`src/rtl/core_boot_pkg.sv`:
```
package core_boot_pkg;

  typedef enum logic [2:0] {
    RK_NONE,
    RK_TRIG,
    RK_CFG,
    RK_BASE,
    RK_DBG
  } reg_kind_e;

  localparam logic [7:0] OFF_TRIG  = 8'h00;
  localparam logic [7:0] OFF_CFG   = 8'h04;
  localparam logic [7:0] OFF_BASE0 = 8'h20;
  localparam int         DBG_WORDS = 3;

  function automatic int idx_width(input int n);
    return (n <= 1) ? 1 : $clog2(n);
  endfunction

endpackage

```
`src/rtl/core_boot_decode.sv`:
```
module core_boot_decode
  import core_boot_pkg::*;
#(
  parameter int              NUM_CORES    = 4,
  parameter int              ADDR_W       = 16,
  parameter logic [ADDR_W-1:0] CLUSTER_BASE = 16'h1000,
  localparam int             IDX_W        = idx_width(NUM_CORES)
) (
  input  logic [ADDR_W-1:0] addr,
  output reg_kind_e         kind,
  output logic [IDX_W-1:0]  idx,
  output logic [1:0]        word
);

  localparam int              PAGE_W   = ADDR_W - 8;
  localparam logic [PAGE_W-1:0] CL_PAGE = CLUSTER_BASE[ADDR_W-1:8];
  localparam logic [7:0]      BASE_END = 8'(32 + 4 * NUM_CORES);
  localparam logic [7:0]      DBG_END  = 8'(4 * DBG_WORDS);

  logic [PAGE_W-1:0] page;
  logic [7:0]        off;

  assign page = addr[ADDR_W-1:8];
  assign off  = addr[7:0];

  always_comb begin
    kind = RK_NONE;
    idx  = '0;
    word = '0;
    if (off[1:0] == 2'b00) begin
      if (page == CL_PAGE) begin
        if (off == OFF_TRIG) begin
          kind = RK_TRIG;
        end else if (off == OFF_CFG) begin
          kind = RK_CFG;
        end else if (off >= OFF_BASE0 && off < BASE_END) begin
          kind = RK_BASE;
          idx  = IDX_W'((off - OFF_BASE0) >> 2);
        end
      end else if (page < PAGE_W'(NUM_CORES) && off < DBG_END) begin
        kind = RK_DBG;
        idx  = IDX_W'(page);
        word = off[3:2];
      end
    end
  end

endmodule

```
`src/rtl/core_boot_regs.sv`:
```
module core_boot_regs
  import core_boot_pkg::*;
#(
  parameter int  NUM_CORES = 4,
  parameter int  CFG_W     = 8,
  localparam int IDX_W     = idx_width(NUM_CORES)
) (
  input  logic                          clk,
  input  logic                          rst_n,
  input  logic                          wr_en,
  input  reg_kind_e                     kind,
  input  logic [IDX_W-1:0]              idx,
  input  logic [31:0]                   wdata,
  output logic [CFG_W-1:0]              cfg_q,
  output logic [NUM_CORES-1:0][31:0]    base_q,
  output logic                          trig_fire
);

  logic cfg_we;
  logic base_we;

  assign cfg_we    = wr_en && (kind == RK_CFG);
  assign base_we   = wr_en && (kind == RK_BASE);
  assign trig_fire = wr_en && (kind == RK_TRIG) && wdata[0];

  always_ff @(posedge clk or negedge rst_n) begin
    if (!rst_n) begin
      cfg_q <= '0;
    end else if (cfg_we) begin
      cfg_q <= wdata[CFG_W-1:0];
    end
  end

  for (genvar g = 0; g < NUM_CORES; g++) begin : g_base
    always_ff @(posedge clk or negedge rst_n) begin
      if (!rst_n) begin
        base_q[g] <= '0;
      end else if (base_we && idx == IDX_W'(g)) begin
        base_q[g] <= wdata;
      end
    end
  end

endmodule

```
`src/rtl/core_boot_lane.sv`:
```
module core_boot_lane (
  input  logic        clk,
  input  logic        rst_n,
  input  logic        go,
  input  logic [31:0] base,
  output logic        run,
  output logic [31:0] vec
);

  logic        run_q;
  logic [31:0] cap_q;

  always_ff @(posedge clk or negedge rst_n) begin
    if (!rst_n) begin
      run_q <= 1'b0;
      cap_q <= '0;
    end else if (go && !run_q) begin
      run_q <= 1'b1;
      cap_q <= base;
    end
  end

  assign run = run_q;
  assign vec = run_q ? cap_q : base;

endmodule

```
`src/rtl/core_boot_rdmux.sv`:
```
module core_boot_rdmux
  import core_boot_pkg::*;
#(
  parameter int  NUM_CORES = 4,
  parameter int  CFG_W     = 8,
  localparam int IDX_W     = idx_width(NUM_CORES)
) (
  input  logic                       clk,
  input  logic                       rst_n,
  input  logic                       rd_en,
  input  reg_kind_e                  kind,
  input  logic [IDX_W-1:0]           idx,
  input  logic [1:0]                 word,
  input  logic [CFG_W-1:0]           cfg_q,
  input  logic [NUM_CORES-1:0][31:0] base_q,
  input  logic [NUM_CORES-1:0][31:0] pc_arr,
  input  logic [NUM_CORES-1:0][31:0] sp_arr,
  input  logic [NUM_CORES-1:0][31:0] lr_arr,
  output logic [31:0]                rdata,
  output logic                       rvalid
);

  logic [31:0] sel_data;

  always_comb begin
    sel_data = '0;
    unique case (kind)
      RK_CFG:  sel_data = 32'(cfg_q);
      RK_BASE: sel_data = base_q[idx];
      RK_DBG: begin
        case (word)
          2'd0:    sel_data = pc_arr[idx];
          2'd1:    sel_data = sp_arr[idx];
          2'd2:    sel_data = lr_arr[idx];
          default: sel_data = '0;
        endcase
      end
      default: sel_data = '0;
    endcase
  end

  always_ff @(posedge clk or negedge rst_n) begin
    if (!rst_n) begin
      rdata  <= '0;
      rvalid <= 1'b0;
    end else begin
      rvalid <= rd_en;
      if (rd_en) begin
        rdata <= sel_data;
      end
    end
  end

endmodule

```
`src/rtl/core_boot_ctrl.sv`:
```
module core_boot_ctrl
  import core_boot_pkg::*;
#(
  parameter int                NUM_CORES    = 4,
  parameter int                ADDR_W       = 16,
  parameter int                CFG_W        = 8,
  parameter logic [ADDR_W-1:0] CLUSTER_BASE = 16'h1000,
  localparam int               IDX_W        = idx_width(NUM_CORES),
  localparam int               LANES_W      = NUM_CORES * 32
) (
  input  logic               clk,
  input  logic               rst_n,
  input  logic               reg_wr_en,
  input  logic               reg_rd_en,
  input  logic [ADDR_W-1:0]  reg_addr,
  input  logic [31:0]        reg_wdata,
  output logic [31:0]        reg_rdata,
  output logic               reg_rvalid,
  input  logic [LANES_W-1:0] dbg_pc,
  input  logic [LANES_W-1:0] dbg_sp,
  input  logic [LANES_W-1:0] dbg_lr,
  output logic [NUM_CORES-1:0] core_run,
  output logic [LANES_W-1:0] core_boot_addr
);

  reg_kind_e                  kind;
  logic [IDX_W-1:0]           idx;
  logic [1:0]                 word;
  logic [CFG_W-1:0]           cfg_q;
  logic [NUM_CORES-1:0][31:0] base_q;
  logic [NUM_CORES-1:0][31:0] vec_arr;
  logic [NUM_CORES-1:0][31:0] pc_arr;
  logic [NUM_CORES-1:0][31:0] sp_arr;
  logic [NUM_CORES-1:0][31:0] lr_arr;
  logic                       trig_fire;

  assign pc_arr = dbg_pc;
  assign sp_arr = dbg_sp;
  assign lr_arr = dbg_lr;

  core_boot_decode #(
    .NUM_CORES   (NUM_CORES),
    .ADDR_W      (ADDR_W),
    .CLUSTER_BASE(CLUSTER_BASE)
  ) u_decode (
    .addr(reg_addr),
    .kind(kind),
    .idx (idx),
    .word(word)
  );

  core_boot_regs #(
    .NUM_CORES(NUM_CORES),
    .CFG_W    (CFG_W)
  ) u_regs (
    .clk      (clk),
    .rst_n    (rst_n),
    .wr_en    (reg_wr_en),
    .kind     (kind),
    .idx      (idx),
    .wdata    (reg_wdata),
    .cfg_q    (cfg_q),
    .base_q   (base_q),
    .trig_fire(trig_fire)
  );

  for (genvar g = 0; g < NUM_CORES; g++) begin : g_lane
    core_boot_lane u_lane (
      .clk  (clk),
      .rst_n(rst_n),
      .go   (trig_fire & cfg_q[g]),
      .base (base_q[g]),
      .run  (core_run[g]),
      .vec  (vec_arr[g])
    );
  end

  assign core_boot_addr = vec_arr;

  core_boot_rdmux #(
    .NUM_CORES(NUM_CORES),
    .CFG_W    (CFG_W)
  ) u_rdmux (
    .clk   (clk),
    .rst_n (rst_n),
    .rd_en (reg_rd_en),
    .kind  (kind),
    .idx   (idx),
    .word  (word),
    .cfg_q (cfg_q),
    .base_q(base_q),
    .pc_arr(pc_arr),
    .sp_arr(sp_arr),
    .lr_arr(lr_arr),
    .rdata (reg_rdata),
    .rvalid(reg_rvalid)
  );

endmodule

```
`config.mk`:
```
export PLATFORM = sky130hd
export DESIGN_NAME = core_boot_ctrl
export DESIGN_NICKNAME = d
export VERILOG_FILES = /design/src/rtl/core_boot_pkg.sv /design/src/rtl/core_boot_decode.sv /design/src/rtl/core_boot_regs.sv /design/src/rtl/core_boot_lane.sv /design/src/rtl/core_boot_rdmux.sv /design/src/rtl/core_boot_ctrl.sv
export SDC_FILE = /design/constraint.sdc
export NUM_CORES = 1
export LEC_CHECK = 0
export ABC_AREA = 1
export CORE_AREA = 2 2 235 237
export DETAILED_ROUTE_END_ITERATION = 16
export DIE_AREA = 0 0 237 239
export PLACE_DENSITY = 0.66
export SYNTH_ARGS = -nofsm -noshare
export SYNTH_HDL_FRONTEND = slang
export SYNTH_HIERARCHICAL = 1
export SYNTH_SLANG_ARGS = --single-unit
```
`constraint.sdc`:
```
create_clock -name clk -period 2 [get_ports clk]
set_input_delay 0.6 -clock clk [delete_from_list [all_inputs] [get_ports clk]]
set_output_delay 0.6 -clock clk [all_outputs]
set_load 0.02 [all_outputs]
```
==> results.sh, run 1 <==
export IMPL_r2r_start="g_lane[1].u_lane/run$_DFFE_PN0P_"
export IMPL_syn_num_nets=3809
export IMPL_grt_max_degree=54
export IMPL_slew_headroom=0.644
export IMPL_die_area_um2=56600
export IMPL_place_congestion=0.994
export IMPL_synth_flop_cell="dfrtp_1"
export IMPL_cp_max_fo=7
export IMPL_synth_cells=3373
export IMPL_finalSetupViolCount=450
export IMPL_final_setup_worst_slack_ns=-0.439
export IMPL_synth_cell_types=23
export IMPL_vias=26900
export IMPL_cts_tree="yes"
export IMPL_dp_cells=4792
export IMPL_clock_sinks=301
export IMPL_cp_start_kind="flip-flop"
export IMPL_p_switching_uw=3850
export IMPL_wl_um=115000
export IMPL_ys_ff_latch=301
export IMPL_grt_ovfl_total=0
export IMPL_pin_count=601
export IMPL_antenna_left=0
export IMPL_initial_core_util=0.390
export IMPL_finClkSkew_ns=0.0218
export IMPL_cellLeakagePower_uw=0.0192
export IMPL_fin_crit_sh=1.22
export IMPL_crit_family="flip-flops"
export IMPL_postLayoutCoreUtil=0.662
export IMPL_cts_buffers=36
export IMPL_antenna_found_initial=5
export IMPL_grt_usage=0.367
export IMPL_p_int_uw=11000
export IMPL_num_fill_cells=4686
export IMPL_cts_max_path_buffers=3
export IMPL_rsz0062_at_grt="true"
export IMPL_failed_checks="setup timing"
export IMPL_drive_above_1_share=0.309
export IMPL_path_buf_inv=4
export IMPL_pre_cts_slack_ns=-1.20
export IMPL_rr_worst_depth=8
export IMPL_grt_pass1_vias=25200
export IMPL_netlist_area_um2=21200
export IMPL_worst_pin_slew_ns=0.534
export IMPL_synth_area_per_cell_um2=6.28
export IMPL_ctsHoldBuffers=0
export IMPL_synth_edff_count=0
export IMPL_p_per_area_nw_per_um2=413
export IMPL_dp_hpwl_um=80800
export IMPL_yosys_top_cells_area="dfrtp_1 36%, nand2_1 30%, nand3_1 12%"
export IMPL_crit_chain="buf_6 > buf_6 > buf_6 > nand2_4 > nand2_4 > buf_6"
export IMPL_die_w_um=237
export IMPL_fmax_mhz=410
export IMPL_total_power_uw=14900
export IMPL_rows=86
export IMPL_arrival_ns=1.84
export IMPL_cts_clk_slew_worst_paths_ns=0.07
export IMPL_io_buffers=600
export IMPL_clk_latency_ns=0.54
export IMPL_via_per_inst=5.37
export IMPL_yosys_warnings=6
export IMPL_dr_pass1_iters=6
export IMPL_worst_path_stages=6
export IMPL_status="finished with violations"
export IMPL_core_area_um2=54300
export IMPL_grt_pass1_wl_um=157000
export IMPL_fin_nets=4711
export IMPL_synth_common_cells="1700 x nand2_1, 516 x nand3_1, 439 x inv_1, 301 x dfrtp_1, 113 x buf_2"
export IMPL_wl_per_cell_um=23.0
export IMPL_swShare=0.259
export IMPL_ir_drop_mv=0.592
export IMPL_power_frac_seq=0.419
export IMPL_hp_class="in2async"
export IMPL_cpPeakStageDelay_ns=0.60
export IMPL_required_ns=1.40
export IMPL_synth_most_common_cell="nand2_1"
export IMPL_cp_startpoint="g_lane[1].u_lane/run$_DFFE_PN0P_"
export IMPL_fin_cells=5009
export IMPL_drt_iter0_markers=2858
export IMPL_crit_path_frequent_cell="buf_6"
export IMPL_die_h_um=239
export IMPL_combPwrFrac=0.145
export IMPL_cts_htree_levels=2
export IMPL_cp_slowest_cell="dfrtp_4"
export IMPL_yosys_area_top_type="dfrtp_1"
export IMPL_drv_cap=0
export IMPL_cts_root_buf="clkbuf_16"
export IMPL_ys_async_sr_fraction=1.00
export IMPL_route_detailed_drc=0
export IMPL_slew_violations=0
export IMPL_clkPwrFrac=0.436
export IMPL_min_period_ns=2.44
export IMPL_synth_top_area_share=0.355
export IMPL_critPathKind="reg2out"
export IMPL_cp_end_kind="output pin"
export IMPL_area_growth_pct=69.9
export IMPL_seq_area_frac_synth=0.355
export IMPL_hold_viol=0
[final timing paths]
path                                                           to  slack [ns]
setup / recovery                               core_boot_addr[40]       -0.44
hold / removal             g_lane[0].u_lane/cap_q[10]$_DFFE_PN0P_        0.01
setup reg to reg            g_lane[1].u_lane/cap_q[3]$_DFFE_PN0P_        0.34
hold reg to reg            g_lane[3].u_lane/cap_q[17]$_DFFE_PN0P_        0.47
max in group asynchronous        g_lane[1].u_lane/run$_DFFE_PN0P_        1.26
min in group clk                         u_rdmux/rvalid$_DFF_PN0_        0.31
[registers in the layout (all words and copies together), names as in the netlist]
register	cells
u_regs/cfg_q	8
g_lane.u_lane/cap_q	128
u_rdmux/rvalid	1
g_lane.u_lane/run	4
u_rdmux/rdata	32
u_regs/base_q	128
[per-layer routing]
layer	wire, um	share of wire	GRT usage
met1	42900	0.37	0.452
met2	52600	0.46	0.615
met3	11200	0.097	0.0588
met4	8620	0.075	0.207
met5	21	0.00018	0
[cell type report]
class	count	area, um2	share of cell area
diodes	3	7.51	0.000209
clock inverters	14	118	0.00327
multi-input cells	2406	12700	0.353
clock buffers	51	1030	0.0285
inverters	448	1780	0.0495
flip-flops and latches	301	7540	0.209
repair inverters	4	61.3	0.00170
repair buffers	1078	11900	0.330
well taps	704	881	0.0245
[cells by family after synthesis]
group                  count (synthesis)  synth area share
flip-flops                           301             0.355
AND/OR/NAND/NOR                     2371             0.481
AO/OA/AOI/OAI                         35           0.00827
buffers and inverters                666             0.156
[layout by cell type (no fill, tap or decap), types with 17 or more instances in the layout]
| master | count |
|---|---|
| a21oi_2 | 29 |
| buf_4 | 276 |
| nor2_4 | 19 |
| clkbuf_16 | 67 |
| clkdlybuf4s50_1 | 450 |
| buf_6 | 149 |
| buf_16 | 18 |
| nand3_1 | 390 |
| nand3_4 | 17 |
| nand2_2 | 286 |
| nor2_1 | 34 |
| dlygate4sd2_1 | 26 |
| dfrtp_1 | 297 |
| buf_8 | 19 |
| inv_1 | 418 |
| nand2_1 | 1335 |
| nand2_4 | 78 |
| nand3_2 | 193 |
| buf_12 | 82 |
[power groups by stage]
stage	Combinational [uW]	Sequential, uW	Clock [uW]
2_1_floorplan	446	6330	0
3_3_place_gp	1960	6320	0
3_5_place_dp	1960	6320	0
4_1_cts	1980	6210	6500
5_1_grt	2290	6210	6770
6_report	2150	6220	6480
[through the flow]
| stage | setup TNS [ns] | instance area [um2] | hold WS [ns] |
|---|---|---|---|
| 3_5_place_dp | -304.89 | 29900 | 0.458 |
| 6_report | -72.06 | 36000 | 0.0133 |
| 4_1_cts | -151.58 | 32400 | 0.0262 |
| 2_1_floorplan | -6.88 | 21300 | 0.304 |
| 3_3_place_gp | -297.94 | 29900 | 0.453 |
| 5_1_grt | -89.26 | 36000 | 0.0334 |
[repair_timing]
action                                  CTS  global route
pin swaps                                38           212
endpoints found under the setup margin  465           465
buffers inserted                         43            52
resized for setup                       655           813
cloned                                   16            43
(Power assumes the default switching activity.)
==> run 2: changes to the inputs <==
--- a/config.mk
+++ b/config.mk
@@ -10,6 +10,7 @@
 export DETAILED_ROUTE_END_ITERATION = 16
 export DIE_AREA = 0 0 237 239
 export PLACE_DENSITY = 0.66
+export SLEW_MARGIN = 20
 export SYNTH_ARGS = -nofsm -noshare
 export SYNTH_HDL_FRONTEND = slang
 export SYNTH_HIERARCHICAL = 1
==> results of run 2 <==
The final DEF is identical to that of run 1; final timing and power are the same.
